**src/rtl/scl_phase_pkg.sv**
```systemverilog
package scl_phase_pkg;
  typedef enum logic [1:0] {
    FMT_420 = 2'd0,
    FMT_422 = 2'd1,
    FMT_444 = 2'd2,
    FMT_RSV = 2'd3
  } pix_fmt_e;

  localparam int unsigned RES_FLD_W  = 12;
  localparam int unsigned RES_H_LSB  = 16;
  localparam int unsigned RES_WORD_W = 32;

  function automatic logic [RES_WORD_W-1:0] enc_res(input logic [RES_FLD_W-1:0] w,
                                                    input logic [RES_FLD_W-1:0] h);
    logic [RES_WORD_W-1:0] word;
    word = '0;
    word[RES_FLD_W-1:0]                 = w - 1'b1;
    word[RES_H_LSB+RES_FLD_W-1:RES_H_LSB] = h - 1'b1;
    return word;
  endfunction
endpackage

```
**src/rtl/scl_chroma_geom.sv**
```systemverilog
module scl_chroma_geom
  import scl_phase_pkg::*;
#(
  parameter int unsigned RES_W   = 12,
  parameter int unsigned PH_FRAC = 13,
  parameter int unsigned VST_W   = 16,
  parameter int unsigned HST_W   = 19
) (
  input  logic [RES_W-1:0]      src_w_i,
  input  logic [RES_W-1:0]      src_h_i,
  input  logic [RES_W-1:0]      dst_w_i,
  input  logic [RES_W-1:0]      dst_h_i,
  input  logic [1:0]            src_fmt_i,
  input  logic [1:0]            dst_fmt_i,
  input  logic [2:0]            siting_i,
  output logic [RES_W-1:0]      src_cw_o,
  output logic [RES_W-1:0]      src_ch_o,
  output logic [RES_W-1:0]      dst_cw_o,
  output logic [RES_W-1:0]      dst_ch_o,
  output logic [VST_W-1:0]      vstart_o,
  output logic [HST_W-1:0]      hstart_o,
  output logic [RES_WORD_W-1:0] src_luma_res_o,
  output logic [RES_WORD_W-1:0] src_chr_res_o,
  output logic [RES_WORD_W-1:0] dst_luma_res_o,
  output logic [RES_WORD_W-1:0] dst_chr_res_o
);
  localparam int unsigned QTR  = 2 ** (PH_FRAC - 2);
  localparam int unsigned HALF = 2 ** (PH_FRAC - 1);
  localparam logic [VST_W-1:0] V_QTR  = ~VST_W'(QTR) + 1'b1;
  localparam logic [VST_W-1:0] V_HALF = ~VST_W'(HALF) + 1'b1;
  localparam logic [HST_W-1:0] H_QTR  = ~HST_W'(QTR) + 1'b1;

  logic src_420, src_sub_w, src_full, dst_422, trim_h;
  logic [RES_W-1:0] src_lh_enc, src_ch_enc;

  always_comb begin
    src_420   = (pix_fmt_e'(src_fmt_i) == FMT_420);
    src_sub_w = src_420 || (pix_fmt_e'(src_fmt_i) == FMT_422);
    src_full  = !src_sub_w;
    dst_422   = (pix_fmt_e'(dst_fmt_i) == FMT_422);
    trim_h    = src_full && dst_422;

    src_cw_o = src_sub_w ? (src_w_i >> 1) : src_w_i;
    src_ch_o = src_420   ? (src_h_i >> 1) : src_h_i;
    dst_cw_o = dst_422   ? (dst_w_i >> 1) : dst_w_i;
    dst_ch_o = dst_h_i;

    vstart_o = '0;
    hstart_o = '0;
    if (src_420) begin
      case (siting_i)
        3'd0, 3'd1: vstart_o = V_QTR;
        3'd4, 3'd5: vstart_o = V_HALF;
        default:    vstart_o = '0;
      endcase
      if (siting_i[0] && siting_i != 3'd7) hstart_o = H_QTR;
    end

    src_lh_enc = src_h_i  - RES_W'(trim_h);
    src_ch_enc = src_ch_o - RES_W'(trim_h);
    src_luma_res_o = enc_res(RES_FLD_W'(src_w_i),  RES_FLD_W'(src_lh_enc));
    src_chr_res_o  = enc_res(RES_FLD_W'(src_cw_o), RES_FLD_W'(src_ch_enc));
    dst_luma_res_o = enc_res(RES_FLD_W'(dst_w_i),  RES_FLD_W'(dst_h_i));
    dst_chr_res_o  = enc_res(RES_FLD_W'(dst_cw_o), RES_FLD_W'(dst_ch_o));
  end
endmodule

```
**src/rtl/scl_rdiv.sv**
```systemverilog
module scl_rdiv #(
  parameter int unsigned DVD_W = 26,
  parameter int unsigned DVS_W = 12
) (
  input  logic             clk_i,
  input  logic             rst_ni,
  input  logic             go_i,
  input  logic [DVD_W-1:0] dvd_i,
  input  logic [DVS_W-1:0] dvs_i,
  output logic             busy_o,
  output logic             done_o,
  output logic [DVD_W-1:0] quo_o
);
  localparam int unsigned CNT_W = $clog2(DVD_W + 1);
  localparam logic [CNT_W-1:0] LAST = CNT_W'(DVD_W - 1);

  logic [DVD_W-1:0] q_q;
  logic [DVS_W:0]   r_q, r_sh, r_nx;
  logic [DVS_W-1:0] d_q;
  logic [CNT_W-1:0] cnt_q;
  logic             busy_q, done_q, ge;

  always_comb begin
    r_sh = {r_q[DVS_W-1:0], q_q[DVD_W-1]};
    ge   = (r_sh >= {1'b0, d_q});
    r_nx = ge ? (r_sh - {1'b0, d_q}) : r_sh;
  end

  always_ff @(posedge clk_i or negedge rst_ni) begin
    if (!rst_ni) begin
      q_q <= '0; r_q <= '0; d_q <= '0; cnt_q <= '0;
      busy_q <= 1'b0; done_q <= 1'b0;
    end else begin
      done_q <= 1'b0;
      if (go_i && !busy_q) begin
        q_q <= dvd_i; r_q <= '0; d_q <= dvs_i; cnt_q <= '0;
        busy_q <= 1'b1;
      end else if (busy_q) begin
        q_q   <= {q_q[DVD_W-2:0], ge};
        r_q   <= r_nx;
        cnt_q <= cnt_q + 1'b1;
        if (cnt_q == LAST) begin
          busy_q <= 1'b0;
          done_q <= 1'b1;
        end
      end
    end
  end

  assign busy_o = busy_q;
  assign done_o = done_q;
  assign quo_o  = q_q;


  rem_below_dvs_chk: assert property (@(posedge clk_i) disable iff (!rst_ni)
    (done_q && d_q != '0) |-> (r_q < {1'b0, d_q}));
endmodule

```
**src/rtl/scl_inc_seq.sv**
```systemverilog
module scl_inc_seq #(
  parameter int unsigned RES_W   = 12,
  parameter int unsigned PH_FRAC = 13,
  parameter int unsigned INC_W   = 16
) (
  input  logic                       clk_i,
  input  logic                       rst_ni,
  input  logic                       go_i,
  input  logic [3:0][RES_W-1:0]      src_sz_i,
  input  logic [3:0][RES_W-1:0]      dst_sz_i,
  output logic [3:0][INC_W-1:0]      inc_o,
  output logic                       busy_o,
  output logic                       done_o
);
  localparam int unsigned DVD_W = RES_W + PH_FRAC + 1;

  typedef enum logic [1:0] {S_IDLE, S_KICK, S_WAIT} seq_st_e;

  seq_st_e              st_q;
  logic [1:0]           idx_q;
  logic [3:0][INC_W-1:0] inc_q;
  logic                 done_q, div_go, div_busy, div_done;
  logic [DVD_W-1:0]     dvd, quo;

  assign div_go = (st_q == S_KICK);
  assign dvd = {1'b0, src_sz_i[idx_q], {PH_FRAC{1'b0}}} + DVD_W'(dst_sz_i[idx_q] >> 1);

  scl_rdiv #(.DVD_W(DVD_W), .DVS_W(RES_W)) u_div (
    .clk_i (clk_i),
    .rst_ni(rst_ni),
    .go_i  (div_go),
    .dvd_i (dvd),
    .dvs_i (dst_sz_i[idx_q]),
    .busy_o(div_busy),
    .done_o(div_done),
    .quo_o (quo)
  );

  always_ff @(posedge clk_i or negedge rst_ni) begin
    if (!rst_ni) begin
      st_q <= S_IDLE; idx_q <= '0; inc_q <= '0; done_q <= 1'b0;
    end else begin
      done_q <= 1'b0;
      case (st_q)
        S_IDLE: if (go_i) begin st_q <= S_KICK; idx_q <= '0; end
        S_KICK: st_q <= S_WAIT;
        S_WAIT: if (div_done) begin
          inc_q[idx_q] <= quo[INC_W-1:0];
          if (idx_q == 2'd3) begin
            st_q <= S_IDLE; done_q <= 1'b1;
          end else begin
            idx_q <= idx_q + 1'b1; st_q <= S_KICK;
          end
        end
        default: st_q <= S_IDLE;
      endcase
    end
  end

  assign inc_o  = inc_q;
  assign busy_o = (st_q != S_IDLE);
  assign done_o = done_q;


  done_single_chk: assert property (@(posedge clk_i) disable iff (!rst_ni)
    done_q |=> !done_q);

  inc_hold_chk: assert property (@(posedge clk_i) disable iff (!rst_ni)
    (!busy_o && !go_i) |=> $stable(inc_q));

  div_idle_at_kick_chk: assert property (@(posedge clk_i) disable iff (!rst_ni)
    (st_q == S_KICK) |-> !div_busy);
endmodule

```
**src/rtl/scl_phase_calc.sv**
```systemverilog
module scl_phase_calc
  import scl_phase_pkg::*;
#(
  parameter int unsigned RES_W   = 12,
  parameter int unsigned PH_FRAC = 13,
  parameter int unsigned INC_W   = 16,
  parameter int unsigned VST_W   = 16,
  parameter int unsigned HST_W   = 19
) (
  input  logic                  clk_i,
  input  logic                  rst_ni,
  input  logic                  start_i,
  input  logic [RES_W-1:0]      src_w_i,
  input  logic [RES_W-1:0]      src_h_i,
  input  logic [RES_W-1:0]      dst_w_i,
  input  logic [RES_W-1:0]      dst_h_i,
  input  logic [1:0]            src_fmt_i,
  input  logic [1:0]            dst_fmt_i,
  input  logic [2:0]            siting_i,
  output logic                  busy_o,
  output logic                  done_o,
  output logic [INC_W-1:0]      luma_vinc_o,
  output logic [INC_W-1:0]      luma_hinc_o,
  output logic [INC_W-1:0]      chr_vinc_o,
  output logic [INC_W-1:0]      chr_hinc_o,
  output logic [VST_W-1:0]      chr_vstart_o,
  output logic [HST_W-1:0]      chr_hstart_o,
  output logic [RES_WORD_W-1:0] src_luma_res_o,
  output logic [RES_WORD_W-1:0] src_chr_res_o,
  output logic [RES_WORD_W-1:0] dst_luma_res_o,
  output logic [RES_WORD_W-1:0] dst_chr_res_o
);
  logic [RES_W-1:0] g_src_cw, g_src_ch, g_dst_cw, g_dst_ch;
  logic [VST_W-1:0] g_vst;
  logic [HST_W-1:0] g_hst;
  logic [RES_WORD_W-1:0] g_slr, g_scr, g_dlr, g_dcr;

  logic [3:0][RES_W-1:0] src_sz_q, dst_sz_q;
  logic [3:0][INC_W-1:0] inc;
  logic [VST_W-1:0] vst_q;
  logic [HST_W-1:0] hst_q;
  logic [RES_WORD_W-1:0] slr_q, scr_q, dlr_q, dcr_q;
  logic seq_busy, accept;

  scl_chroma_geom #(.RES_W(RES_W), .PH_FRAC(PH_FRAC), .VST_W(VST_W), .HST_W(HST_W)) u_geom (
    .src_w_i(src_w_i), .src_h_i(src_h_i), .dst_w_i(dst_w_i), .dst_h_i(dst_h_i),
    .src_fmt_i(src_fmt_i), .dst_fmt_i(dst_fmt_i), .siting_i(siting_i),
    .src_cw_o(g_src_cw), .src_ch_o(g_src_ch), .dst_cw_o(g_dst_cw), .dst_ch_o(g_dst_ch),
    .vstart_o(g_vst), .hstart_o(g_hst),
    .src_luma_res_o(g_slr), .src_chr_res_o(g_scr),
    .dst_luma_res_o(g_dlr), .dst_chr_res_o(g_dcr)
  );

  assign accept = start_i && !seq_busy;

  // slot order: luma v, luma h, chroma v, chroma h
  always_ff @(posedge clk_i or negedge rst_ni) begin
    if (!rst_ni) begin
      src_sz_q <= '0; dst_sz_q <= '0; vst_q <= '0; hst_q <= '0;
      slr_q <= '0; scr_q <= '0; dlr_q <= '0; dcr_q <= '0;
    end else if (accept) begin
      src_sz_q <= {g_src_cw, g_src_ch, src_w_i, src_h_i};
      dst_sz_q <= {g_dst_cw, g_dst_ch, dst_w_i, dst_h_i};
      vst_q <= g_vst; hst_q <= g_hst;
      slr_q <= g_slr; scr_q <= g_scr; dlr_q <= g_dlr; dcr_q <= g_dcr;
    end
  end

  scl_inc_seq #(.RES_W(RES_W), .PH_FRAC(PH_FRAC), .INC_W(INC_W)) u_seq (
    .clk_i(clk_i), .rst_ni(rst_ni), .go_i(accept),
    .src_sz_i(src_sz_q), .dst_sz_i(dst_sz_q),
    .inc_o(inc), .busy_o(seq_busy), .done_o(done_o)
  );

  assign busy_o         = seq_busy;
  assign luma_vinc_o    = inc[0];
  assign luma_hinc_o    = inc[1];
  assign chr_vinc_o     = inc[2];
  assign chr_hinc_o     = inc[3];
  assign chr_vstart_o   = vst_q;
  assign chr_hstart_o   = hst_q;
  assign src_luma_res_o = slr_q;
  assign src_chr_res_o  = scr_q;
  assign dst_luma_res_o = dlr_q;
  assign dst_chr_res_o  = dcr_q;


  vstart_neg_chk: assert property (@(posedge clk_i) disable iff (!rst_ni)
    (chr_vstart_o != '0) |-> chr_vstart_o[VST_W-1]);

  hstart_neg_chk: assert property (@(posedge clk_i) disable iff (!rst_ni)
    (chr_hstart_o != '0) |-> chr_hstart_o[HST_W-1]);

  busy_start_ignored_chk: assert property (@(posedge clk_i) disable iff (!rst_ni)
    (start_i && busy_o) |=> ($stable(src_sz_q) && $stable(dst_sz_q) && $stable(slr_q)));

  done_ends_busy_chk: assert property (@(posedge clk_i) disable iff (!rst_ni)
    done_o |-> ($past(busy_o) && !busy_o));
endmodule

```
**config.mk**
```make
export PLATFORM = sky130hd
export DESIGN_NAME = scl_phase_calc
export DESIGN_NICKNAME = d
export VERILOG_FILES = /design/src/rtl/scl_phase_pkg.sv /design/src/rtl/scl_chroma_geom.sv /design/src/rtl/scl_rdiv.sv /design/src/rtl/scl_inc_seq.sv /design/src/rtl/scl_phase_calc.sv
export SDC_FILE = /design/constraint.sdc
export NUM_CORES = 1
export LEC_CHECK = 0
export BUFFER_PORTS_ARGS = -buffer_cell sky130_fd_sc_hd__buf_2
export CORE_MARGIN = 3
export CORE_UTILIZATION = 40
export CTS_CLUSTER_DIAMETER = 40
export DETAILED_ROUTE_END_ITERATION = 12
export PLACE_DENSITY_LB_ADDON = 0.1
export SYNTH_ARGS = -nofsm -noshare
export SYNTH_HDL_FRONTEND = slang
export SYNTH_SLANG_ARGS = --single-unit
```
**constraint.sdc**
```tcl
create_clock -name clk_i -period 2.75 [get_ports clk_i]
set_input_delay 0.825 -clock clk_i [delete_from_list [all_inputs] [get_ports clk_i]]
set_output_delay 0.825 -clock clk_i [all_outputs]
set_load 0.02 [all_outputs]
```
==> summary.md, run 1 <==
| Metric | Value |
|---|---|
| Final Hold Vio Count | 0 |
| Footprint of the multi-input gates | about 6800 sq um |
| Placed Area | ~17000 sq um |
| WS Path Type | in2reg |
| Post-synth top area share | 0.492 |
| # Max-Cap Violations | 0 |
| Share of layout cells above drive strength 1 | 0.275 |
| Synth Area per Inst | roughly 9.5 sq um |
| WL per Instance | 16.6 um |
| Critical path cell sequence | buf_2 -> nor2b_4 -> nor2_1 -> a21oi_1 -> ha_2 -> or4b_4 -> a2111oi_4 -> nor2b_2 -> xor2_1 -> nor2_1 -> o31ai_1 |
| DP Cell Count | ~2300 |
| Cell Count, Final, Fillers Out | 2378 |
| Synth Area in Simple Gates | 0.155 |
| Multiplexer share of the synthesized area | 0.104 |
| Root Driver | clkbuf_16 |
| Pwr Density | 1120 nW/um^2 |
| Synth Instances | approximately 1600 |
| Die ar. | between 40000 and 50000 sq um |
| Status | completed |
| CP peak stage delay | 0.48 ns |
| Compound-cell area share of the yosys netlist | 0.117 |
| Mapped Area | between 15000 and 20000 sq um |
| Total wire length | between 30 and 40 mm |
| CTS max path bufs | 3 |
| Commonest cells after routing, fill and taps aside | nand2_1 (350), dfrtp_1 (296), buf_2 (231) |
| Total Power | 20.8 mW |
| DR pass1 iterations | 7 |
| Minimum clock period | approximately 2.6 ns |
| Largest family of logic cells by synthesized area | simple AND/OR/NAND/NOR gates |
| Yosys cell types | between 60 and 70 |
| Async set or reset register ratio after synthesis | 1.00 |
| Max stage delay cell, worst path | or4b_4 |
| Initial DRC Count | 532 |
| Core area | approximately 37000 sq um |
| Reg area | 7430 sq um |
| NumNets Final | between 1500 and 2000 |
| Worst path arrival time | 3.06 ns |
| Leak | between 9 and 10 nW |
| Synth Area in Adders | 0.0237 |
| Area delta synth->final | 23.6% |
| First-pass GRT wire length | 65.2 mm |
| DRC violations left | 0 |
| Routed Antenna Nets | 0 |
| Post-place setup slack | -0.431 ns |
| Most numerous cell on the critical path | nor2_1 |
| Ys flop type | dfrtp_1 |
| FP Rows | 70 |
| Crit path required time | approximately 3.2 ns |
| TritonCTS clock tree | yes |
| DIE HEIGHT | between 200 and 250 um |
| Startpoint Class | input port |
| RSZ-0062 raised after global routing | false |
| Initial antenna violation count | 0 |
| Via density | around 4.9 |
| Vias | 11800 |
| Achievable clock frequency | 388 MHz |
| Min-Delay Path Class | in2async |
| Boundary Pins | roughly 290 |
| Endpoints failing setup | 0 |
| Diodes inserted | 0 |
| VDD IR-drop max | between 0.5 and 0.6 mV |
| Critical path endpoint category | flip-flop |
| Post-CTS Setup Inserts | 0 |
| Port buffer count | roughly 230 |
| Post-route cell area | 18700 sq um |
| Starting Density | 0.409 |
| DP Wirelength | around 28 mm |
| Die width | around 200 um |
| Routability Congestion | about 0.82 |
| Post-CTS sizing | 0 |
| Clock tree sinks | between 200 and 300 |
| Clk_lat worst skew | around 0.57 ns |
| Xor/xnor share of the synthesized area | 0.0336 |
| Number of global-route vias before repair | 11900 |
| Grt total ovfl | 0 |
| Fillcell total | between 3000 and 4000 |
| Max-slew violations | 0 |
| Pin count of the biggest net entering global routing | slightly below 80 |
| Commonest non-fill, non-tap cell in the layout | nand2_1 |
| CTS buffer count | between 40 and 50 |
| Largest cells by area after synthesis | dfrtp_1 (49%), nand2_1 (8.7%), o21ai_0 (5.6%) |
| Final Cycle Share | 0.938 |
| Register bit total from synthesis | around 300 |
| Sequential element share of the synthesized area | 0.492 |
| Cell class contributing the biggest share of worst-path delay | simple AND/OR/NAND/NOR gates |
| Fin Hold WS | roughly 0.22 ns |
| Final clock skew | roughly 0.026 ns |
| CTS Hold Bufs | 0 |
| Worst Max-Slew Pin Slew | between 0.6 and 0.7 ns |
| Worst-path clk slew | roughly 0.060 ns |
| H-tree Lvls | 2 |
| Largest area contributor in the netlist | dfrtp_1 |
| GRT Util Overall | 0.197 |
| EDFF count, synth | 0 |
| Final setup slack of the worst path | 0.170 ns |
| Worst Path Buf+Inv | 1 |
| Crit path max fanout | 6 |
| Relative slew slack | 0.578 |
| Ys Warns | 0 |
[cells in the mapped netlist (20+ instances only)]
cell and count:
a21oi_1 42, a31oi_1 29, buf_4 76, clkbuf_1 90
dfrtp_1 297, ha_1 27, inv_1 35, mux2_2 70
mux2i_1 49, nand2_1 351, nor2_1 91, nor3_1 20
o21ai_0 170, xnor2_1 38, xor2_1 20
[flip-flops by register name, indices dropped and copies added, names as in the netlist]
name	count
u_seq.u_div.d_q	12
src_luma_res_o	24
dst_chr_res_o	24
chr_hstart_o	1
u_seq.inc_o	64
u_seq.u_div.cnt_q	5
u_seq.idx_q	2
src_chr_res_o	24
src_sz_q	48
chr_vstart_o	2
dst_sz_q	36
u_seq.st_q	2
u_seq.u_div.r_q	12
dst_luma_res_o	12
u_seq.done_o	1
u_seq.u_div.busy_o	1
u_seq.u_div.done_o	1
u_seq.u_div.quo_o	26
[layout make-up]
| cell class | count | share of cell area |
|---|---|---|
| inverter | 36 | 0.00724 |
| timing repair buffer | 324 | 0.106 |
| clock buffer | 60 | 0.0733 |
| clock inverter | 29 | 0.0164 |
| sequential | 297 | 0.398 |
| tap | 504 | 0.0338 |
| multi-input combinational | 1128 | 0.365 |
[report_power, final]
group	leakage, nW	total [mW]	internal [mW]	switching [mW]
Clock	0.805	6.14	3.80	2.33
Combinational	4.69	7.39	2.89	4.49
Sequential	3.74	7.32	6.10	1.22
Total	9.23	20.8	12.8	8.05
[final timing paths]
path	cells past startpoint	start	to	slack (ns)
setup / recovery	11	dst_fmt_i[0]	dst_chr_res_o[10]	0.17
hold / removal	1	rst_ni	dst_chr_res_o[19]	0.22
setup reg to reg	8	u_seq.u_div.r_q[9]	u_seq.u_div.r_q[1]	0.35
hold reg to reg	2	dst_sz_q[16]	dst_sz_q[16]	0.47
max in group asynchronous	2	rst_ni	src_luma_res_o[18]	1.79
min in group clk_i	2	siting_i[2]	chr_vstart_o[11]	0.46
[cells by family after synthesis]
family                     Yosys count
muxes                              132
DFF                                297
AOI/OAI and AO/OA                  302
and+or+nand+nor                    554
other                                1
adders and majority gates           28
buffers and inverters              220
xor gates and xnor gates            58
[metal layers]
| layer | wire (um) | track usage | share of wire | vias to the layer above |
|---|---|---|---|---|
| li1 | - | - | - | 5807 |
| met1 | 18900 | 0.282 | 0.48 | 5646 |
| met2 | 17700 | 0.306 | 0.45 | 255 |
| met3 | 2040 | 0.0434 | 0.052 | 56 |
| met4 | 784 | 0.0529 | 0.020 | 0 |
| met5 | 0 | 0 | 0 | - |
[metrics by stage]
step / TNS (ns) / util
after floorplan: -0.926 / -
after global placement: -1.23 / 0.460
after detailed placement: -2.31 / 0.460
after CTS: 0 / 0.505
after global routing: 0 / 0.505
final: 0 / 0.505
No activity file was read; power rests on OpenSTA's default activity.
==> inputs of run 2 (changes only) <==
--- a/config.mk
+++ b/config.mk
@@ -6,8 +6,9 @@
 export NUM_CORES = 1
 export LEC_CHECK = 0
 export BUFFER_PORTS_ARGS = -buffer_cell sky130_fd_sc_hd__buf_2
+export CAP_MARGIN = 20
 export CORE_MARGIN = 3
-export CORE_UTILIZATION = 40
+export CORE_UTILIZATION = 30
 export CTS_CLUSTER_DIAMETER = 40
 export DETAILED_ROUTE_END_ITERATION = 12
 export PLACE_DENSITY_LB_ADDON = 0.1
==> summary.md, run 2 (synthesis results as in run 1) <==
| Metric | Value |
|---|---|
| Status | completed |
| RSZ-0062 raised after global routing | false |
| Endpoints failing setup | 0 (unchanged) |
| CTS max path bufs | 3 (unchanged) |
| Die ar. | 53100 sq um (+32%) |
| Crit path capture | src_chr_res_o[26] |
| Crit path max fanout | 4 (-2) |
| Min-Delay Path Class | in2async |
| Startpoint Class | input port |
| Flop-to-flop setup slack | 0.30 ns (-0.05 ns) |
| GRT Util Overall | 0.161 (-0.0368) |
| Commonest non-fill, non-tap cell in the layout | nand2_1 |
| Fin Hold WS | 0.172 ns (-0.0441 ns) |
| Critical Path Start | src_fmt_i[1] |
| DIE HEIGHT | 230 um (+15%) |
| # Max-Cap Violations | 0 (unchanged) |
| Post-CTS Setup Inserts | 0 (unchanged) |
| Boundary Pins | 287 (unchanged) |
| Diodes inserted | 0 (unchanged) |
| Initial antenna violation count | 1 (+1) |
| Root Driver | clkbuf_16 |
| WS Path Type | in2reg |
| FP Rows | 81 (+16%) |
| Cell Count, Final, Fillers Out | 2565 (+7.9%) |
| Final Cycle Share | 0.900 (-0.0384) |
| Leak | 9.41 nW (+1.9%) |
| VDD IR-drop max | 0.476 mV (-20%) |
| TritonCTS clock tree | yes |
| Worst Path Buf+Inv | 2 (+1) |
| Commonest cells after routing, fill and taps aside | nand2_1 (350), dfrtp_1 (296), buf_2 (231) |
| DRC violations left | 0 (unchanged) |
| Initial DRC Count | 505 (-5.1%) |
| Critical path cell sequence | buf_2 -> or2_4 -> nand2_1 -> o21ai_1 -> ha_2 -> inv_1 -> ha_4 -> nand2b_4 -> a2111oi_2 -> nand2_1 -> o311ai_1 -> o41ai_1 -> a31oi_1 |
| Number of global-route vias before repair | 12200 (+2.2%) |
| Fillcell total | 4993 (+40%) |
| DR pass1 iterations | 5 (-2) |
| Pwr Density | 1140 nW/um^2 (+2.0%) |
| Minimum clock period | 2.47 ns (-0.105 ns) |
| CTS Hold Bufs | 0 (unchanged) |
| Critical path endpoint category | flip-flop |
| R2R depth | 8 (unchanged) |
| Cell class contributing the biggest share of worst-path delay | compound AO/OA/AOI/OAI gates |
| Via density | 4.63 (-6.5%) |
| Die width | 230 um (+15%) |
| Setup TNS Final | 0 ns (unchanged) |
| WL per Instance | 16.8 um (+1.1%) |
| CTS buffer count | 57 (+19%) |
| Worst path depth | 13 (+2) |
| Worst-path clk slew | 0.05 ns (about the same) |
| Total wire length | 43.0 mm (+9.0%) |
| Total Power | 21.8 mW (+4.7%) |
| Share of layout cells above drive strength 1 | 0.284 (+0.00871) |
| Max-slew violations | 0 (unchanged) |
| Max stage delay cell, worst path | a2111oi_2 |
| Area delta synth->final | 26.9% |
| NumNets Final | 1940 (+0.99%) |
| Crit path required time | 3.25 ns (+0.02 ns) |
| Port buffer count | 232 (unchanged) |
| Clk_lat worst skew | 0.59 ns (+0.02 ns) |
| Routed Antenna Nets | 0 (unchanged) |
| Max reg flops | 64 (unchanged) |
| Most numerous cell on the critical path | nand2_1 |
| H-tree Lvls | 2 (unchanged) |
| DP Cell Count | 2459 (+7.4%) |
| CP peak stage delay | 0.31 ns (-0.17 ns) |
| Worst reg2reg startpoint | u_seq.u_div.r_q[9] |
| Achievable clock frequency | 404 MHz (+4.3%) |
| R2r endpoint | u_seq.u_div.r_q[1] |
| Placed Area | 17200 sq um (+1.3%) |
| Clock tree sinks | 297 (unchanged) |
| Core area | 49400 sq um (+34%) |
| Post-route cell area | 19200 sq um (+2.7%) |
| Post-CTS sizing | 0 (unchanged) |
| Vias | 11900 (+0.85%) |
| Starting Density | 0.306 (-0.103) |
| Relative slew slack | 0.588 (+0.00983) |
| First-pass GRT wire length | 69.0 mm (+5.8%) |
| Worst Max-Slew Pin Slew | 0.603 ns (-0.0144 ns) |
| Worst path arrival time | 2.97 ns (-0.09 ns) |
| Grt total ovfl | 0 (unchanged) |
| Final Hold Vio Count | 0 (unchanged) |
| Pin count of the biggest net entering global routing | 75 (-3.8%) |
| Routability Congestion | 0.776 (-5.4%) |
| DP Wirelength | 30.8 mm (+10%) |
| Final clock skew | 0.0199 ns (-0.00624 ns) |
[run 2: changes by cell type in the layout (fill, tap and decap cells not counted), sizes merged]
cell	previous run	this run
clkinvlp	6	7
bufinv	2	6
clkbuf	60	70
buf	324	334
clkinv	11	15
inv	46	44
[run 2: worst min path at each step]
stage	start	endpoint	slack, ns	cells past startpoint
3_3_place_gp	src_luma_res_o[19]	src_luma_res_o[19]	0.45	2
5_1_grt	rst_ni	u_seq.inc_o[21]	0.18	1
3_5_place_dp	src_luma_res_o[16]	src_luma_res_o[16]	0.46	2
6_report	rst_ni	u_seq.inc_o[21]	0.17	1
4_1_cts	rst_ni	u_seq.inc_o[21]	0.16	1
2_1_floorplan	u_seq.u_div.done_o	u_seq.st_q[1]	0.43	1
[run 2: power breakdown]
part / internal [mW] / switching (mW) / total (mW)
Combinational: 2.90 / 4.56 / 7.46
Clock: 4.59 / 2.43 / 7.02
Sequential: 6.11 / 1.24 / 7.34
Total: 13.6 / 8.23 / 21.8
[run 2: layout make-up]
| type | instances | area (sq um) | share of cell area |
|---|---|---|---|
| clock buffer | 70 | 1560 | 0.0811 |
| clock inverter | 36 | 393 | 0.0205 |
| inverter | 36 | 135 | 0.00705 |
| multi-input combinational | 1128 | 6820 | 0.356 |
| sequential | 297 | 7430 | 0.388 |
| tap | 664 | 831 | 0.0433 |
| timing repair buffer | 334 | 2000 | 0.104 |
[run 2: metrics by stage]
stage               setup WS [ns]  utilization
detailed placement         -0.339        0.349
CTS                         0.204        0.388
finish                      0.275        0.388
global route               0.0594        0.388
global placement           -0.292        0.349
floorplan                  -0.350            -
[run 2: per-layer routing]
metal | vias up | share of wire | track usage
met5 | - | 0.00030 | 0
met4 | 2 | 0.018 | 0.0386
met3 | 62 | 0.059 | 0.0427
met2 | 266 | 0.44 | 0.244
met1 | 5710 | 0.48 | 0.229
li1 | 5824 | - | -
==> inputs of run 3 (changes only) <==
--- a/config.mk
+++ b/config.mk
@@ -12,6 +12,7 @@
 export CTS_CLUSTER_DIAMETER = 40
 export DETAILED_ROUTE_END_ITERATION = 12
 export PLACE_DENSITY_LB_ADDON = 0.1
+export RECOVER_POWER = 25
 export SYNTH_ARGS = -nofsm -noshare
 export SYNTH_HDL_FRONTEND = slang
 export SYNTH_SLANG_ARGS = --single-unit
==> summary.md, run 3 (synthesis results as in run 1) <==
| Metric | Value |
|---|---|
| Crit path required time | 3.25 ns (about the same) |
| Endpoints failing setup | 0 (unchanged) |
| Clk_lat worst skew | 0.59 ns (about the same) |
| CTS Hold Bufs | 0 (unchanged) |
| Initial antenna violation count | 1 (unchanged) |
| Number of global-route vias before repair | 12200 (unchanged) |
| Root Driver | clkbuf_16 |
| Pin count of the biggest net entering global routing | 75 (unchanged) |
| CP peak stage delay | 0.31 ns (about the same) |
| Share of layout cells above drive strength 1 | 0.282 (-0.00158) |
| Clock share of power | 0.322 (about the same) |
| Post-place setup slack | -0.339 ns (unchanged) |
| Die width | 230 um (unchanged) |
| WS Path Type | in2reg |
| Vias | 11900 (+0.0084%) |
| Sw Ratio | 0.377 (about the same) |
| Clock tree sinks | 297 (unchanged) |
| Violated checks | capacitance limit, slew limit |
| DRC violations left | 0 (unchanged) |
| Total wire length | 42.9 mm (-0.15%) |
| DP Wirelength | 30.8 mm (unchanged) |
| Worst Path Buf+Inv | 2 (unchanged) |
| Max stage delay cell, worst path | a2111oi_2 |
| Diodes inserted | 0 (unchanged) |
| Via density | 4.63 (about the same) |
| Leak | 9.39 nW (-0.16%) |
| Core area | 49400 sq um (unchanged) |
| Port buffer count | 232 (unchanged) |
| GRT Util Overall | 0.161 (unchanged) |
| Worst-path clk slew | 0.05 ns (about the same) |
| Post-CTS sizing | 0 (unchanged) |
| RSZ-0062 raised after global routing | false |
| # Max-Cap Violations | 1 (+1) |
| Routability Congestion | 0.776 (unchanged) |
| CTS max path bufs | 3 (unchanged) |
| Placed Area | 17200 sq um (unchanged) |
| Final Cycle Share | 0.897 (-0.00257) |
| Relative slew slack | -0.0803 (-0.668) |
| Fin Hold WS | 0.453 ns (+0.281 ns) |
| Total Power | 21.8 mW (about the same) |
| NumNets Final | 1940 (unchanged) |
| WL per Instance | 16.7 um (-0.15%) |
| TritonCTS clock tree | yes |
| Grt total ovfl | 0 (unchanged) |
| Max-slew violations | 58 (+58) |
| Die ar. | 53100 sq um (unchanged) |
| Status | complete, but fails checks |
| Max reg flops | 64 (unchanged) |
| Worst Max-Slew Pin Slew | 1.62 ns (+1.02 ns) |
| Commonest cells after routing, fill and taps aside | nand2_1 (350), dfrtp_1 (296), buf_2 (231) |
| First-pass GRT wire length | 69.0 mm (unchanged) |
| Starting Density | 0.306 (unchanged) |
| VDD IR-drop max | 0.475 mV (about the same) |
| Commonest non-fill, non-tap cell in the layout | nand2_1 |
| Cell class contributing the biggest share of worst-path delay | compound AO/OA/AOI/OAI gates |
| Final clock skew | 0.0201 ns (+0.000206 ns) |
| Int Pwr | 13.6 mW (about the same) |
| DR pass1 iterations | 5 (unchanged) |
| Post-route cell area | 19100 sq um (-0.14%) |
| Boundary Pins | 287 (unchanged) |
| CTS buffer count | 57 (unchanged) |
| Gate power share | 0.342 (about the same) |
| Final Hold Vio Count | 0 (unchanged) |
| Area delta synth->final | 26.7% |
| Initial DRC Count | 521 (+3.2%) |
| Critical path cell sequence | buf_2 -> or2_4 -> nand2_1 -> o21ai_1 -> ha_2 -> inv_1 -> ha_4 -> nand2b_4 -> a2111oi_2 -> nand2_1 -> o311ai_1 -> o41ai_1 -> a31oi_1 |
| Crit path max fanout | 4 (unchanged) |
| Startpoint Class | input port |
| Post-CTS Setup Inserts | 0 (unchanged) |
| H-tree Lvls | 2 (unchanged) |
| Util after Layout | 0.388 (-0.000532) |
| Achievable clock frequency | 405 MHz (+0.29%) |
| Worst path arrival time | 2.96 ns (about the same) |
| Net Sw Power | 8.23 mW (about the same) |
| Reg power frac | 0.337 (about the same) |
| Final setup slack of the worst path | 0.282 ns (+0.00707 ns) |
| Minimum clock period | 2.47 ns (-0.00707 ns) |
| Pwr Density | 1140 nW/um^2 (+0.11%) |
| Min-Delay Path Class | in2reg |
| Routed Antenna Nets | 0 (unchanged) |
| FP Rows | 81 (unchanged) |
| Most numerous cell on the critical path | nand2_1 |
| DIE HEIGHT | 230 um (unchanged) |
| Critical path endpoint category | flip-flop |
run 3: changes by cell type in the layout (fill, tap and decap cells not counted), sizes merged:
cell and change:
buf -6, clkbuf +6
run 3: power groups by stage:
stage                     clock network, mW  registers, mW  logic (mW)
final                                  7.02           7.34        7.45
after global routing                   7.41           7.61        8.47
after CTS                              7.23           7.39        7.62
after detailed placement                  0           7.43        7.60
after global placement                    0           7.41        7.51
after floorplan                           0           7.85        4.64
run 3: worst paths after layout:
path	start	end	slack, ns	depth (start not counted)
min reg2reg	u_seq.u_div.done_o	u_seq.st_q[1]	0.47	1
max in group asynchronous	rst_ni	u_seq.inc_o[0]	0.64	2
max reg2reg	u_seq.u_div.r_q[9]	u_seq.u_div.r_q[0]	0.30	8
min in group asynchronous	rst_ni	u_seq.inc_o[21]	0.65	1
max	src_fmt_i[1]	src_chr_res_o[26]	0.28	13
min	siting_i[2]	chr_vstart_o[11]	0.45	2
run 3: cell type report:
type / instances / area, sq um
Clock inverter: 36 / 393
Timing Repair Buffer: 334 / 1970
Sequential cell: 297 / 7430
Tap cell: 664 / 831
Multi-Input combinational cell: 1128 / 6820
Inverter: 36 / 135
Fill cell: 5000 / 30200
Clock buffer: 70 / 1560
run 3: metrics by stage:
stage,TNS [ns],std cells
2_1_floorplan,-0.926,1645
3_3_place_gp,-1.32,2459
3_5_place_dp,-2.06,2459
4_1_cts,0,2565
5_1_grt,0,2565
6_report,0,2565
run 3: routing by layer:
layer | wire [um] | global-route usage | share of wire | vias up
met3 | 2530 | 0.0427 | 0.059 | 62
met4 | 755 | 0.0386 | 0.018 | 2
li1 | - | - | - | 5826
met2 | 18900 | 0.244 | 0.44 | 263
met1 | 20700 | 0.229 | 0.48 | 5712
met5 | 13 | 0 | 0.00030 | -
